<file path="config.mk">
export PLATFORM = sky130hd
export DESIGN_NAME = clkstrap_testdiv
export DESIGN_NICKNAME = d
export VERILOG_FILES = /design/src/rtl/clkstrap_pkg.sv /design/src/rtl/strap_capture.sv /design/src/rtl/tdiv_counter.sv /design/src/rtl/out_group.sv /design/src/rtl/clkstrap_testdiv.sv
export SDC_FILE = /design/constraint.sdc
export NUM_CORES = 1
export LEC_CHECK = 0
export CAP_MARGIN = 10
export CORE_MARGIN = 4
export CORE_UTILIZATION = 34
export DETAILED_ROUTE_END_ITERATION = 7
export HOLD_SLACK_MARGIN = 0.08
export PLACE_DENSITY_LB_ADDON = 0.3
export SYNTH_ARGS = -nofsm -noshare
export SYNTH_HDL_FRONTEND = slang
export SYNTH_SLANG_ARGS = --single-unit
export TNS_END_PERCENT = 30
</file>
<file path="constraint.sdc">
create_clock -name tclk -period 1.15 [get_ports tclk]
set_clock_uncertainty 0.05 [all_clocks]
set_input_delay 0.1725 -clock tclk [delete_from_list [all_inputs] [get_ports tclk]]
set_output_delay 0.1725 -clock tclk [all_outputs]
set_load 0.02 [all_outputs]
</file>
<file path="src/rtl/clkstrap_pkg.sv">
package clkstrap_pkg;

   typedef enum logic [1:0] {
      MODE_RUN  = 2'd0,
      MODE_OFF  = 2'd1,
      MODE_TEST = 2'd2
   } mode_e;

   localparam logic [1:0] TRL_HIGH = 2'b01;

   // Bit 1 of the three-level code marks the mid level; only mid+01 is test.
   function automatic mode_e decode_mode(input logic [1:0] trl, input logic [1:0] sel);
      if (!trl[1])
         return MODE_RUN;
      if (sel == 2'b01)
         return MODE_TEST;
      return MODE_OFF;
   endfunction

endpackage

</file>
<file path="src/rtl/strap_capture.sv">
module strap_capture
   import clkstrap_pkg::*;
#(
   parameter int unsigned SEL_W = 2
) (
   input  logic             clk,
   input  logic             rst_n,
   input  logic             pg,
   input  logic [1:0]       trl,
   input  logic [SEL_W-1:0] sel,
   input  logic             mult,
   output logic [SEL_W:0]   code_q,
   output logic             mult_q,
   output mode_e            mode_q
);

   logic pg_prev;
   logic take;

   assign take = !pg && pg_prev;

   always_ff @(posedge clk or negedge rst_n) begin
      if (!rst_n) begin
         pg_prev <= 1'b1;
         code_q  <= '0;
         mult_q  <= 1'b0;
         mode_q  <= MODE_RUN;
      end else begin
         pg_prev <= pg;
         if (take) begin
            code_q <= {(trl == TRL_HIGH), sel};
            mult_q <= mult;
            mode_q <= decode_mode(trl, sel[1:0]);
         end
      end
   end

endmodule

</file>
<file path="src/rtl/tdiv_counter.sv">
module tdiv_counter #(
   parameter int unsigned CNT_W = 3
) (
   input  logic             clk,
   input  logic             rst_n,
   input  logic             run,
   output logic [CNT_W-1:0] cnt
);

   always_ff @(posedge clk or negedge rst_n) begin
      if (!rst_n)
         cnt <= '0;
      else if (!run)
         cnt <= '0;
      else
         cnt <= cnt + 1'b1;
   end

endmodule

</file>
<file path="src/rtl/out_group.sv">
module out_group #(
   parameter int unsigned CNT_W    = 3,
   parameter int unsigned DIV_LOG2 = 1
) (
   input  logic             tclk,
   input  logic [CNT_W-1:0] cnt,
   input  logic             test,
   input  logic             off,
   output logic             clk_o,
   output logic             oe_o
);

   generate
      if (DIV_LOG2 == 0) begin : g_pass
         assign clk_o = tclk & test;
      end else begin : g_div
         assign clk_o = cnt[DIV_LOG2-1] & test;
      end
   endgenerate

   assign oe_o = !off;

endmodule

</file>
<file path="src/rtl/clkstrap_testdiv.sv">
module clkstrap_testdiv
   import clkstrap_pkg::*;
#(
   parameter int unsigned REF_DIV_LOG2 = 0,
   parameter int unsigned CPU_DIV_LOG2 = 1,
   parameter int unsigned M66_DIV_LOG2 = 2,
   parameter int unsigned PCI_DIV_LOG2 = 3,
   parameter int unsigned USB_DIV_LOG2 = 1
) (
   input  logic       tclk,
   input  logic       rst_n,
   input  logic       pwr_good,
   input  logic [1:0] strap_trl,
   input  logic [1:0] strap_sel,
   input  logic       mult_in,
   output logic       cpu_clk,
   output logic       cpu_oe,
   output logic       m66_clk,
   output logic       m66_oe,
   output logic       pci_clk,
   output logic       pci_oe,
   output logic       ref_clk,
   output logic       ref_oe,
   output logic       usb_clk,
   output logic       usb_oe,
   output logic [2:0] freq_code,
   output logic       mult_q,
   output logic       test_on
);

   localparam int unsigned N_GRP = 5;
   localparam int unsigned GRP_LOG2 [N_GRP] =
      '{REF_DIV_LOG2, CPU_DIV_LOG2, M66_DIV_LOG2, PCI_DIV_LOG2, USB_DIV_LOG2};
   localparam int unsigned MAX_LOG2 =
      (REF_DIV_LOG2 > CPU_DIV_LOG2 ? REF_DIV_LOG2 : CPU_DIV_LOG2) >
      (M66_DIV_LOG2 > PCI_DIV_LOG2 ? M66_DIV_LOG2 : PCI_DIV_LOG2) ?
      (REF_DIV_LOG2 > CPU_DIV_LOG2 ? REF_DIV_LOG2 : CPU_DIV_LOG2) :
      (M66_DIV_LOG2 > PCI_DIV_LOG2 ? M66_DIV_LOG2 : PCI_DIV_LOG2);
   localparam int unsigned TOP_LOG2 = MAX_LOG2 > USB_DIV_LOG2 ? MAX_LOG2 : USB_DIV_LOG2;
   localparam int unsigned CNT_W    = TOP_LOG2 > 0 ? TOP_LOG2 : 1;

   generate
      if (TOP_LOG2 > 16) begin : g_bad_div
         $error("clkstrap_testdiv: divider exponent above 16 is not supported");
      end
   endgenerate

   mode_e            mode_q;
   logic [CNT_W-1:0] div_cnt;
   logic             in_test;
   logic             in_off;
   logic [N_GRP-1:0] gclk;
   logic [N_GRP-1:0] goe;

   strap_capture #(.SEL_W(2)) u_cap (
      .clk    (tclk),
      .rst_n  (rst_n),
      .pg     (pwr_good),
      .trl    (strap_trl),
      .sel    (strap_sel),
      .mult   (mult_in),
      .code_q (freq_code),
      .mult_q (mult_q),
      .mode_q (mode_q)
   );

   assign in_test = (mode_q == MODE_TEST);
   assign in_off  = (mode_q == MODE_OFF);

   tdiv_counter #(.CNT_W(CNT_W)) u_div (
      .clk   (tclk),
      .rst_n (rst_n),
      .run   (in_test),
      .cnt   (div_cnt)
   );

   for (genvar g = 0; g < N_GRP; g++) begin : g_grp
      out_group #(.CNT_W(CNT_W), .DIV_LOG2(GRP_LOG2[g])) u_grp (
         .tclk  (tclk),
         .cnt   (div_cnt),
         .test  (in_test),
         .off   (in_off),
         .clk_o (gclk[g]),
         .oe_o  (goe[g])
      );
   end

   assign ref_clk = gclk[0];
   assign ref_oe  = goe[0];
   assign cpu_clk = gclk[1];
   assign cpu_oe  = goe[1];
   assign m66_clk = gclk[2];
   assign m66_oe  = goe[2];
   assign pci_clk = gclk[3];
   assign pci_oe  = goe[3];
   assign usb_clk = gclk[4];
   assign usb_oe  = goe[4];
   assign test_on = in_test;

endmodule

</file>
* Word level (Yosys, flattened, before mapping)
Cells that the tools add are included.
** Operators by class
- Add/sub/neg operators :: 1
- Equal/unequal tests :: 4
- Multiplexer cells :: 10
- Bitwise logic cells :: 4
- Reduce and logical (&&, ||, !) cells :: 3
** Operators by type and width (number)
- 2-bit two-way mux :: 4
- 2-bit by 1-bit equality test with 1-bit output, second input constant :: 3
- 1-bit two-way mux :: 5
- 1-bit AND :: 4
- 3-bit by 1-bit adder with 3-bit output, second input constant :: 1
- 3-bit two-way mux :: 1
- 2-bit equality test, second input constant :: 1
- 1-bit zero test :: 2
- 1-bit logical AND :: 1
** Storage, ports and cells
- Bits in registers :: 10
- Output and inout bits :: 15
- Logic and storage cells :: 27

* Longest topological paths before layout
- Word-level depth :: 7
- Mapped depth :: 4
- Gate-level depth less buffers :: 3

* Cells and area by module
From an unflattened synthesis, not the netlist that was laid out.
** Second synthesis, totals
- Cell total of the unflattened synthesis :: 43
- Area, all modules :: 469.2 µm²
** Modules (own cells, without submodules)
- strap_capture :: instances 1, cells an instance 23, area each 289.0 µm², sequential area each 176.4 µm²
- tdiv_counter :: instances 1, cells an instance 8, area each 115.1 µm², sequential area each 75.1 µm²
- out_group :: instances 5, cells an instance 2, area each 10.0 µm², sequential area each 0.0 µm²
- clkstrap_testdiv :: instances 1, cells an instance 2, area each 15.0 µm², sequential area each 0.0 µm²

==> flow_metrics.env <==
export IMPL_status="finished, violations left"
export IMPL_violations="setup timing"
export IMPL_worst_slack_ns=-0.295
export IMPL_holdCritPathClass="in -> reg"
export IMPL_critPathCapture="cpu_clk"
export IMPL_use_met1_pct=12.3
export IMPL_clk_pin_slew_worst_paths_ns=0.07
export IMPL_hold_depth=1
export IMPL_ys_seq_elements=10
export IMPL_wl_per_cell_um=10.7
export IMPL_post_route_min_period_ns=1.45
export IMPL_grt_ovfl_total=0
export IMPL_grt_start_max_net_pins=11
export IMPL_viasPerCell=4.40
export IMPL_use_met2_pct=15.3
export IMPL_clk_latency_ns=0.37
export IMPL_hold_viol=0
export IMPL_dr_pass1_iters=4
export IMPL_swShare_pct=26.6
export IMPL_synthTopCellsByArea="dfrtp_1 47%, buf_4 7.9%, and2_1 6.5%"
export IMPL_diodes=0
export IMPL_die_h_um=45.5
export IMPL_tightestPinTransition_ns=0.159
export IMPL_p_seq_share_pct=35.1
export IMPL_met3_usage_pct=5.93
export IMPL_first_global_vias=387
export IMPL_drt_total_wl_um=963
export IMPL_die_w_um=45.5
export IMPL_final_common_cell="buf_4"
export IMPL_synth_area_per_cell_um2=11.1
export IMPL_path_cells="nand2b_4 -> clkinv_4 -> and2_4 -> buf_6"
export IMPL_vdd_drop_max_mv=0.661
export IMPL_worstPathRequired_ns=0.93
export IMPL_io_pins=23
export IMPL_reg2reg_depth=3
export IMPL_core_area_um2=1320
export IMPL_crit_start="u_cap.mode_q[1]"
export IMPL_powerDensity_nw_per_um2=1410
export IMPL_place_port_buffers=22
export IMPL_synth_warnings=0
export IMPL_r2r_end="u_div.cnt[1]"
export IMPL_grtUsageTotal_pct=11.4
export IMPL_crit_type="reg -> out"
export IMPL_leakagePower_nw=0.413
export IMPL_dr_total_vias=396
export IMPL_slew_viol_final=0
export IMPL_layout_common_cells="11 x buf_4, 9 x dfrtp_1, 8 x buf_6"
export IMPL_tns_ns=-2.71
export IMPL_fmax_mhz=692
export IMPL_synth_top_area_share_pct=47.1
export IMPL_dp_hpwl_um=751
export IMPL_grt_most_used_layer="met2"
export IMPL_pwr_share_comb_pct=23.1
export IMPL_cp_arrival_ns=1.22
export IMPL_layout_nets=85
export IMPL_rows=13
export IMPL_drc_errors=0
export IMPL_drive_above_1_share_pct=54.7
export IMPL_yosys_area_top_type="dfrtp_1"
export IMPL_syn2layout_area_growth_pct=69.4
export IMPL_rsz0062_at_grt="true"
export IMPL_max_stage_delay_ns=0.42
export IMPL_relSlewSlack_pct=89.3
export IMPL_ys_seq_area_share_pct=52.6
export IMPL_drv_cap=0
export IMPL_finalCritPeriodShare_pct=126
export IMPL_internal_power_mw=0.840
export IMPL_critPathMaxFanout=6
export IMPL_grt_pass1_wl_um=1550
export IMPL_fillers=118
export IMPL_slowest_stage="dfrtp_1"
export IMPL_syn_instance_count=43
export IMPL_reg2reg_from="u_div.cnt[0]"
export IMPL_pwr_share_clk_pct=41.8
export IMPL_grt_antenna_before_repair=0
export IMPL_gp_congestion=0.690
export IMPL_die_area_um2=2070
export IMPL_switching_power_mw=0.304
export IMPL_hold_start="pwr_good"
export IMPL_setup_viol=13
export IMPL_synth_cell_types=15
export IMPL_drt_initial_drc_count=10
export IMPL_critPathCaptureType="primary output"
export IMPL_cp_start_kind="flip-flop"
export IMPL_hold_slack_ns=0.173
export IMPL_cts_tree="built"
export IMPL_rrSetupSlack_ns=0.06
export IMPL_synth_nets=52
export IMPL_start_util_pct=36.3
export IMPL_netlist_area_um2=478
export IMPL_ant_nets=0
==> synth_stat cells <==
cell type  number
dfrtp_1         9
and2_1          5
buf_4           5
o21ai_0         5
nand2_1         4
nand2b_1        3
inv_1           2
mux2_4          2
nor2_1          2
buf_6           1
dfstp_2         1
ha_1            1
nand2b_4        1
nand3b_1        1
xnor2_1         1
==> critical path, delay by kind of cell, from the launching register on <==
| kind | cells | cell delay [ns] |
|---|---|---|
| flops | 1 | 0.42 |
| simple gates | 2 | 0.24 |
| buf+inv | 2 | 0.19 |
==> worst min path at each step <==
stage                      end
6_report         u_cap.pg_prev
5_1_grt          u_cap.pg_prev
4_1_cts          u_cap.pg_prev
3_5_place_dp   u_cap.code_q[2]
3_3_place_gp   u_cap.code_q[2]
2_1_floorplan  u_cap.code_q[0]
==> sequential cells by signal (all words and copies together) (netlist names) <==
| register | count |
|---|---|
| u_cap.code_q | 3 |
| u_div.cnt | 3 |
| u_cap.pg_prev | 1 |
| u_cap.mode_q | 2 |
| u_cap.mult_q | 1 |
==> routing by layer <==
layer / share of wire, % / routed length (um) / vias to the layer above
met2: 47 / 455 / 20
met3: 11 / 110 / 4
met4: 2.3 / 22 / 0
met5: 0 / 0 / -
li1: - / - / 197
met1: 39 / 375 / 175
==> final cells by class <==
| class | count | area [um2] | area share, % |
|---|---|---|---|
| Clock buffer | 8 | 70.1 | 8.66 |
| Inverter | 2 | 12.5 | 1.55 |
| Multi-Input combinational cell | 25 | 195 | 24.1 |
| Sequential cell | 10 | 251 | 31.1 |
| Tap cell | 15 | 18.8 | 2.32 |
| Timing Repair Buffer | 30 | 262 | 32.3 |
==> power by group through the flow <==
stage | clock (mW) | sequential [mW] | combinational [mW]
CTS | 0.491 | 0.402 | 0.241
global placement | 0.0159 | 0.406 | 0.272
floorplan | 0.00871 | 0.430 | 0.123
detailed placement | 0.0159 | 0.409 | 0.278
global route | 0.522 | 0.405 | 0.284
finish | 0.478 | 0.402 | 0.264
==> through the flow <==
step                      utilization [%]  setup slack (ns)  instances  area, um2  total power, mW
after floorplan                         -           0.00174         43        493            0.562
after global placement               56.4            -0.360         82        743            0.694
after global routing                 61.4            -0.349         90        810             1.21
after CTS                            58.8            -0.312         90        774             1.13
after detailed placement             56.4            -0.379         82        743            0.703
final                                61.4            -0.295         90        810             1.14
==> repair_timing <==
item                                    4_1_cts  5_1_grt
resized for setup                            72       12
hold buffers                                  1        0
buffers inserted                              0        0
endpoints found under the setup margin       16       16
pin swaps                                     0        3
gates cloned                                  0        0
endpoints found under the hold margin         9        0
==> logic make-up (layout without fill, tap and decap cells) <==
kind of cell             count (synthesis)  after routing  share of synthesized area (%)
adder cells (fa/ha/maj)                  1              1                           2.62
AO/OA/AOI/OAI                            5              5                           5.23
multiplexers                             2              2                           6.28
AND/OR/NAND/NOR                         16             16                           19.6
buffers and inverters                    8             40                           11.8
XOR/XNOR                                 1              1                           1.83
flip-flops                              10             10                           52.6
Power figures use the tool's default switching activity.
